<file path="src/rtl/shadow_regbank_pkg.sv">
package shadow_regbank_pkg;
  // Word indices (byte offset / 4)
  localparam int IDX_CTRL  = 0;
  localparam int IDX_MODE  = 1;
  localparam int IDX_STAT  = 2;
  localparam int IDX_FSET  = 4;
  localparam int IDX_FCLR  = 5;
  localparam int IDX_FSTAT = 6;
  localparam int IDX_MSET  = 8;
  localparam int IDX_MCLR  = 9;
  localparam int IDX_MASK  = 10;

  // Next state of a set/clear shadow vector; clear has priority
  function automatic logic [63:0] setclr_next(input logic [63:0] cur,
                                               input logic [63:0] set_v,
                                               input logic [63:0] clr_v);
    return (cur | set_v) & ~clr_v;
  endfunction

  // Next state of an event latch; a new event survives a clear
  function automatic logic [63:0] latch_next(input logic [63:0] cur,
                                              input logic        clr,
                                              input logic [63:0] evt);
    return (clr ? 64'd0 : cur) | evt;
  endfunction
endpackage

</file>
<file path="src/rtl/sb_decode.sv">
module sb_decode #(
  parameter int ADDR_W = 8
) (
  input  logic              psel,
  input  logic              penable,
  input  logic              pwrite,
  input  logic [ADDR_W-1:0] paddr,
  output logic [ADDR_W-3:0] idx,
  output logic              wr_ctrl,
  output logic              wr_mode,
  output logic              wr_fset,
  output logic              wr_fclr,
  output logic              wr_mset,
  output logic              wr_mclr,
  output logic              rd_stat
);
  import shadow_regbank_pkg::*;
  localparam int IDX_W = ADDR_W - 2;

  logic wr_acc, rd_acc;
  logic [1:0] unused_lsb;

  assign unused_lsb = paddr[1:0];
  assign idx    = paddr[ADDR_W-1:2];
  assign wr_acc = psel & penable & pwrite;
  assign rd_acc = psel & penable & ~pwrite;

  assign wr_ctrl = wr_acc && (idx == IDX_W'(IDX_CTRL));
  assign wr_mode = wr_acc && (idx == IDX_W'(IDX_MODE));
  assign wr_fset = wr_acc && (idx == IDX_W'(IDX_FSET));
  assign wr_fclr = wr_acc && (idx == IDX_W'(IDX_FCLR));
  assign wr_mset = wr_acc && (idx == IDX_W'(IDX_MSET));
  assign wr_mclr = wr_acc && (idx == IDX_W'(IDX_MCLR));
  assign rd_stat = rd_acc && (idx == IDX_W'(IDX_STAT));
endmodule

</file>
<file path="src/rtl/sb_setclr.sv">
module sb_setclr #(
  parameter int W = 4
) (
  input  logic         clk,
  input  logic         rst_n,
  input  logic         set_en,
  input  logic         clr_en,
  input  logic [W-1:0] data,
  output logic [W-1:0] q
);
  import shadow_regbank_pkg::*;
  logic [63:0] nxt;

  always_comb
    nxt = setclr_next(64'(q), set_en ? 64'(data) : 64'd0,
                      clr_en ? 64'(data) : 64'd0);

  always_ff @(posedge clk or negedge rst_n)
    if (!rst_n) q <= '0;
    else        q <= nxt[W-1:0];
endmodule

</file>
<file path="src/rtl/sb_evt_latch.sv">
module sb_evt_latch #(
  parameter int W = 4
) (
  input  logic         clk,
  input  logic         rst_n,
  input  logic         clr,
  input  logic [W-1:0] evt,
  output logic [W-1:0] q
);
  import shadow_regbank_pkg::*;
  logic [63:0] nxt;

  always_comb nxt = latch_next(64'(q), clr, 64'(evt));

  always_ff @(posedge clk or negedge rst_n)
    if (!rst_n) q <= '0;
    else        q <= nxt[W-1:0];
endmodule

</file>
<file path="src/rtl/shadow_regbank.sv">
module shadow_regbank #(
  parameter int ADDR_W = 8,
  parameter int CMD_W  = 8,
  parameter int MODE_W = 8,
  parameter int EVT_W  = 4,
  parameter int FEAT_W = 4
) (
  input  logic              pclk,
  input  logic              presetn,
  input  logic              psel,
  input  logic              penable,
  input  logic              pwrite,
  input  logic [ADDR_W-1:0] paddr,
  input  logic [31:0]       pwdata,
  output logic [31:0]       prdata,
  input  logic [EVT_W-1:0]  evt_in,
  output logic [CMD_W-1:0]  cmd_pulse,
  output logic [MODE_W-1:0] mode_q,
  output logic [FEAT_W-1:0] feat_en,
  output logic              irq
);
  import shadow_regbank_pkg::*;
  localparam int DATA_W = 32;
  localparam int IDX_W  = ADDR_W - 2;
  localparam int STAT_W = EVT_W + FEAT_W;
  localparam int CLR_BIT = DATA_W - 1;

  // Named internal events (used by the checker)
  logic [IDX_W-1:0]  idx;
  logic              wr_ctrl, wr_mode, wr_fset, wr_fclr, wr_mset, wr_mclr;
  logic              rd_stat, clr_evt;
  logic [EVT_W-1:0]  evt_q;
  logic [STAT_W-1:0] status, imask;
  logic [DATA_W-1:0] unused_wdata;

  assign unused_wdata = pwdata;

  sb_decode #(.ADDR_W(ADDR_W)) u_dec (
    .psel(psel), .penable(penable), .pwrite(pwrite), .paddr(paddr),
    .idx(idx), .wr_ctrl(wr_ctrl), .wr_mode(wr_mode),
    .wr_fset(wr_fset), .wr_fclr(wr_fclr),
    .wr_mset(wr_mset), .wr_mclr(wr_mclr), .rd_stat(rd_stat)
  );

  // Command pulses: one cycle per one-bit written
  assign clr_evt = wr_ctrl & pwdata[CLR_BIT];

  always_ff @(posedge pclk or negedge presetn)
    if (!presetn)     cmd_pulse <= '0;
    else if (wr_ctrl) cmd_pulse <= pwdata[CMD_W-1:0];
    else              cmd_pulse <= '0;

  // Mode register
  always_ff @(posedge pclk or negedge presetn)
    if (!presetn)     mode_q <= '0;
    else if (wr_mode) mode_q <= pwdata[MODE_W-1:0];

  // Feature-enable and interrupt-mask shadow vectors
  sb_setclr #(.W(FEAT_W)) u_feat (
    .clk(pclk), .rst_n(presetn), .set_en(wr_fset), .clr_en(wr_fclr),
    .data(pwdata[FEAT_W-1:0]), .q(feat_en)
  );

  sb_setclr #(.W(STAT_W)) u_mask (
    .clk(pclk), .rst_n(presetn), .set_en(wr_mset), .clr_en(wr_mclr),
    .data(pwdata[STAT_W-1:0]), .q(imask)
  );

  // Event latch, cleared by status read or command bit
  sb_evt_latch #(.W(EVT_W)) u_evt (
    .clk(pclk), .rst_n(presetn), .clr(rd_stat | clr_evt),
    .evt(evt_in), .q(evt_q)
  );

  assign status = {feat_en, evt_q};
  assign irq    = |(status & imask);

  // Read mux; unused bits and write-only offsets read zero
  always_comb begin
    prdata = '0;
    if (psel && !pwrite) begin
      case (int'(idx))
        IDX_MODE:  prdata = DATA_W'(mode_q);
        IDX_STAT:  prdata = DATA_W'(status);
        IDX_FSTAT: prdata = DATA_W'(feat_en);
        IDX_MASK:  prdata = DATA_W'(imask);
        default:   prdata = '0;
      endcase
    end
  end
endmodule

</file>
<file path="config.mk">
export PLATFORM = sky130hd
export DESIGN_NAME = shadow_regbank
export DESIGN_NICKNAME = d
export VERILOG_FILES = /design/src/rtl/shadow_regbank_pkg.sv /design/src/rtl/sb_decode.sv /design/src/rtl/sb_setclr.sv /design/src/rtl/sb_evt_latch.sv /design/src/rtl/shadow_regbank.sv
export SDC_FILE = /design/constraint.sdc
export NUM_CORES = 1
export LEC_CHECK = 0
export BUFFER_PORTS_ARGS = -buffer_cell sky130_fd_sc_hd__clkbuf_2
export CORE_MARGIN = 2
export CORE_UTILIZATION = 40
export DETAILED_ROUTE_END_ITERATION = 10
export PLACE_DENSITY = 0.71
export RECOVER_POWER = 100
export SLEW_MARGIN = 20
export SYNTH_ARGS = -nofsm -noshare
export SYNTH_HDL_FRONTEND = slang
export SYNTH_HIERARCHICAL = 1
export SYNTH_SLANG_ARGS = --single-unit
</file>
<file path="constraint.sdc">
create_clock -name pclk -period 1.7 [get_ports pclk]
set_input_delay 0.17 -clock pclk [delete_from_list [all_inputs] [get_ports pclk]]
set_output_delay 0.17 -clock pclk [all_outputs]
set_load 0.02 [all_outputs]
</file>
# After elaboration in Yosys (flattened, before gate mapping)
# Cells that the tools add are included.
# classes
n_eq_ne	8
mux	8
bitwise_logic	14
n_reduce_logical	11
# op_table
op	n
2-to-1 mux 8 bit	4
case mux 8 bit (4 select lines)	1
== test 6 x 3 -> 1 bit, second input constant	3
== test 6 x 4 -> 1 bit, second input constant	3
bitwise AND 8 bit	2
2-to-1 mux 4 bit	3
logical AND 1 bit	8
inverter 8 bit	1
OR 4 bit	2
OR 8 bit	1
OR reduction 8 bit	1
== test 6 x 1 -> 1 bit, second input constant	1
== test 6 x 2 -> 1 bit, second input constant	1
zero test 6 bit	1
bitwise AND 1 bit	4
bitwise AND 4 bit	1
inverter 4 bit	1
zero test 1 bit	1
inverter 1 bit	1
OR 1 bit	1
# word_totals
regBits	32
out_inout_bits	53
elab_cells	46

# Longest topological paths before layout
# logic_depth
word_depth	7
depth_mapped	6
ltp_nobuf	5

# Hierarchy
# Netlist, hierarchy kept.
# by_module_without_submodules
mod	instances	cells_per_inst	area_per_inst_um2	seq_area_each_um2
shadow_regbank	1	121	1267.5	400.4
sb_setclr (u_mask)	1	26	356.6	200.2
sb_decode	1	20	141.4	0.0
sb_setclr (u_feat)	1	12	140.1	100.1
sb_evt_latch	1	9	133.9	100.1

# Worst setup path after synthesis
# No wires, ideal clock.
# synth_path
kind	input -> register
startpoint	in paddr[3]
endpoint	reg u_evt.q[1]
arrival_ns	1.496
slack_ns	0.086
cell_stages	5
n_path_buf	0
cell_sequence	or3b_1 nor4_1 a21o_1 inv_2 a21o_1
# synth_between
elab_chain_len	6
word_cells_on_any_way	8
cone_classes	1 x eq/ne; 1 x mux; 3 x bitwise; 3 x reduce/logical
# synth_lines
element	line	rtl
start: declaration	shadow_regbank.sv:13	input logic [ADDR_W-1:0] paddr,
zero test 6 bit	sb_decode.sv:28	assign wr_ctrl = wr_acc && (idx == IDX_W'(IDX_CTRL));
logical AND 1 bit	sb_decode.sv:28	
via wr_ctrl	shadow_regbank.sv:30	logic wr_ctrl, wr_mode, wr_fset, wr_fclr, wr_mset, wr_mclr;
bitwise AND 1 bit	shadow_regbank.sv:46	assign clr_evt = wr_ctrl & pwdata[CLR_BIT];
OR 1 bit	shadow_regbank.sv:71	.clk(pclk), .rst_n(presetn), .clr(rd_stat | clr_evt),
2-to-1 mux 4 bit	shadow_regbank_pkg.sv:24	return (clr ? 64'd0 : cur) | evt;
OR 4 bit	shadow_regbank_pkg.sv:24	
via u_evt.nxt[1]	sb_evt_latch.sv:11	logic [63:0] nxt;
end signal: assignment	sb_evt_latch.sv:17	else q <= nxt[W-1:0];
end: declaration	sb_evt_latch.sv:8	output logic [W-1:0] q
# The timed path passes the listed nets, and every way through them passes these cells.
# A chain may end at the register's enable or synchronous reset.

# Worst setup path after layout
# layout_path
startpoint	in paddr[7]
endpoint	out prdata[3]
# layout_between
elab_chain_len	3
word_cells_on_any_way	6
cone_classes	4 x eq/ne; 2 x mux
# layout_lines
element	line	rtl
== test 6 x 4 -> 1 bit (tied with other cells)	shadow_regbank.sv:82	case (int'(idx))
case mux 8 bit (4 select lines) (*)	shadow_regbank.sv:82	
2-to-1 mux 8 bit (*)	shadow_regbank.sv:81	if (psel && !pwrite) begin
end: declaration	shadow_regbank.sv:15	output logic [31:0] prdata,
# Every way passes the cells marked *; elsewhere a longest branch is shown, timed or not.

==> impl_metrics.ini <==
[yosys]
synth_top_area_cell = dfrtp_1
synth_edf_count = 0
ys_async_sr_fraction_pct = 100
synth_top_area_share_pct = 39.3
ys_seq_area_share_pct = 39.3
yosys.cell_types.count = 37
ys_ff_latch = 32
synth.area.top_cells = dfrtp_1 39%, buf_4 11%, a21oi_2 6.9%, and3b_1 6.9%, a211oi_2 4.9%
synthCells = 188
synthTopCellsByCount = 32 x dfrtp_1, 30 x buf_4, 16 x a21oi_2, 16 x and3b_1
post-synth-top-count-cell = dfrtp_1
synth.avg_cell_area_sq_um = 10.8
synth_ff_type = dfrtp_1
ys_warn_count = 6
syn_area_sq_um = 2040

[sta]
tns_ns = 0
hold_ws_ns = 0.0612
slew_headroom_pct = 46.1
maxSlewViolCount = 0
setup_violations = 0
max_freq_mhz = 610
rsz0062_at_grt = no
hold_violations = 0
clock_skew_ns = 0
setup_ws_ns = 0.0614
worst_slew_pin_slew_ns = 0.808
min_period_ns = 1.64
post-route-period-util_pct = 96.4

[drt]
vias = 1579
wl_per_cell_um = 14.8
first_iter_violations = 47
drc_errors = 0
vias_per_cell = 5.00
ant_nets = 0
routed_wl_um = 4660
dr.pass1.iters = 4

[place]
portBuffers = 52
dp.cells = 307
dp_hpwl_um = 3580
placedInstanceArea_sq_um = 2320
pre_cts_slack_ns = 0.0276
place_congestion = 0.850

[floorplanning]
die_width_um = 75.4
rows = 25
dieArea_sq_um = 5690
die_height_um = 75.4
pin_count = 102
coreArea_sq_um = 4820
start_util_pct = 42.3

[flow_run]
drv_cap = 0

[worst_setup_path]
crit_chain = clkbuf_2, or4b_1, buf_4, a211oi_2, clkbuf_2
critPathMaxStageDelay_ns = 0.53
worstPathRequired_ns = 1.53
critPathTopFamily = buffers and inverters
worstSetupEndpointType = output port
reg2reg_setup_slack_ns = 0.93
cp_slowest_cell = or4b_1
cpMostUsedCell = clkbuf_2
startpoint_type = input port
critPathMaxFanout = 8
worstPathArrival_ns = 1.47
worstSetupPathType = in2out
path_buf_inv = 3

[clocking]
cts.sink_count = 32
post-cts-setup-buffers = 0
cts_buffer_depth = 2
clkSlewWorstSetupHoldPaths_ns = 0.06
htree_levels = 2
cts_tree = done
clock_latency_ns = 0.28
ctsRootBufferMaster = clkbuf_8
tritoncts.num_buffers = 5

[grt]
grt_use_total_pct = 17.2
gr-total-overflow = 0
grt_start_max_net_pins = 33
grt_pass1_vias = 1481
antenna_found_initial = 0
grt_first_pass_wirelength_um = 7290

[finish]
final_area_sq_um = 2360
multi_input_area_sq_um = 1020
finalNonFillerCells = 316
drive_gt1_share_pct = 32.1
register_area_sq_um = 802
syn_to_final_growth_pct = 15.9
antennaDiodeCount = 0
nFillCells = 500
nets = 297
final_util_pct = 49.1

[pwr]
p_sw_mw = 0.477
power_frac_clock_pct = 39.7
power.total_mw = 1.78
p_seq_share_pct = 45.5
ir_worst_vdd_mv = 0.695
intPower_mw = 1.30
p_leak_nw = 1.09
comb_power_share_pct = 14.8
pwr_density_cell_nw_per_um2 = 752
swShare_pct = 26.8

[worst_hold_path]
hold_path_class = in2reg

[status]
status = complete, no violations
[cell usage in the layout (no fill, tap or decap), types with 5 or more instances in the layout]
| cell type | netlist | routed |
|---|---|---|
| clkbuf_1 | 4 | 28 |
| and3b_1 | 16 | 16 |
| a21o_1 | 5 | 5 |
| buf_4 | 30 | 10 |
| clkbuf_2 | 1 | 31 |
| conb_1 | 1 | 24 |
| a21oi_2 | 16 | 10 |
| nand3b_1 | 5 | 5 |
| dfrtp_1 | 32 | 31 |
| clkbuf_8 | 0 | 5 |
| mux2_2 | 8 | 8 |
| o21ai_1 | 7 | 7 |
| a21oi_1 | 8 | 14 |
| a211oi_2 | 8 | 8 |
[worst paths after layout]
| check | startpoint | cells after the start | to |
|---|---|---|---|
| max | paddr[7] | 5 | prdata[3] |
| min in group asynchronous | presetn | 3 | cmd_pulse[7]$_DFF_PN0_ |
| max reg2reg | mode_q[5]$_DFFE_PN0P_ | 1 | mode_q[5]$_DFFE_PN0P_ |
| min | evt_in[0] | 2 | u_evt/q[0]$_DFF_PN0_ |
| max in group asynchronous | presetn | 3 | u_feat/q[1]$_DFF_PN0_ |
| min reg2reg | u_evt/q[1]$_DFF_PN0_ | 1 | u_evt/q[1]$_DFF_PN0_ |
[logic make-up after synthesis]
group           after synthesis  share of synthesized area (%)
other cells                   1                          0.184
compound gates               50                           20.1
flops                        32                           39.3
mux                          12                           6.63
buf+inv                      41                           14.1
simple gates                 52                           19.8
[area by class of cell]
class	instances	share of cell area [%]
Timing Repair Buffer	69	14.5
Inverter	2	0.318
Multi-Input combinational cell	138	43.2
Sequential cell	32	33.9
Clock inverter	2	1.48
Tap cell	67	3.55
Clock buffer	6	3.07
[power by group through the flow]
stage               logic [mW]  clock network [mW]  registers [mW]
finish                   0.263               0.707           0.808
CTS                      0.274               0.733           0.808
global route             0.288               0.765           0.811
detailed placement       0.272                   0           0.823
floorplan                0.197                   0           0.833
global placement         0.267                   0           0.822
[flip-flops by register name (all words and copies together), names as in the netlist]
signal	flops
cmd_pulse	8
mode_q	8
u_evt/q	4
u_feat/q	4
u_mask/q	8
[what timing repair did]
action	CTS	global route
hold endpoints to repair	32	0
resized for setup	0	1
endpoints found under the setup margin	0	1
hold buffers	1	0
[metal layers]
layer  global-route usage, %  share of wire (%)  vias to the layer above
met2                    28.3                 47                       53
li1                        -                  -                      752
met1                    22.3                 46                      767
met5                       0                  0                        -
met4                    5.46                1.2                        0
met3                    4.37                5.3                        7
(Power assumes the default switching activity.)
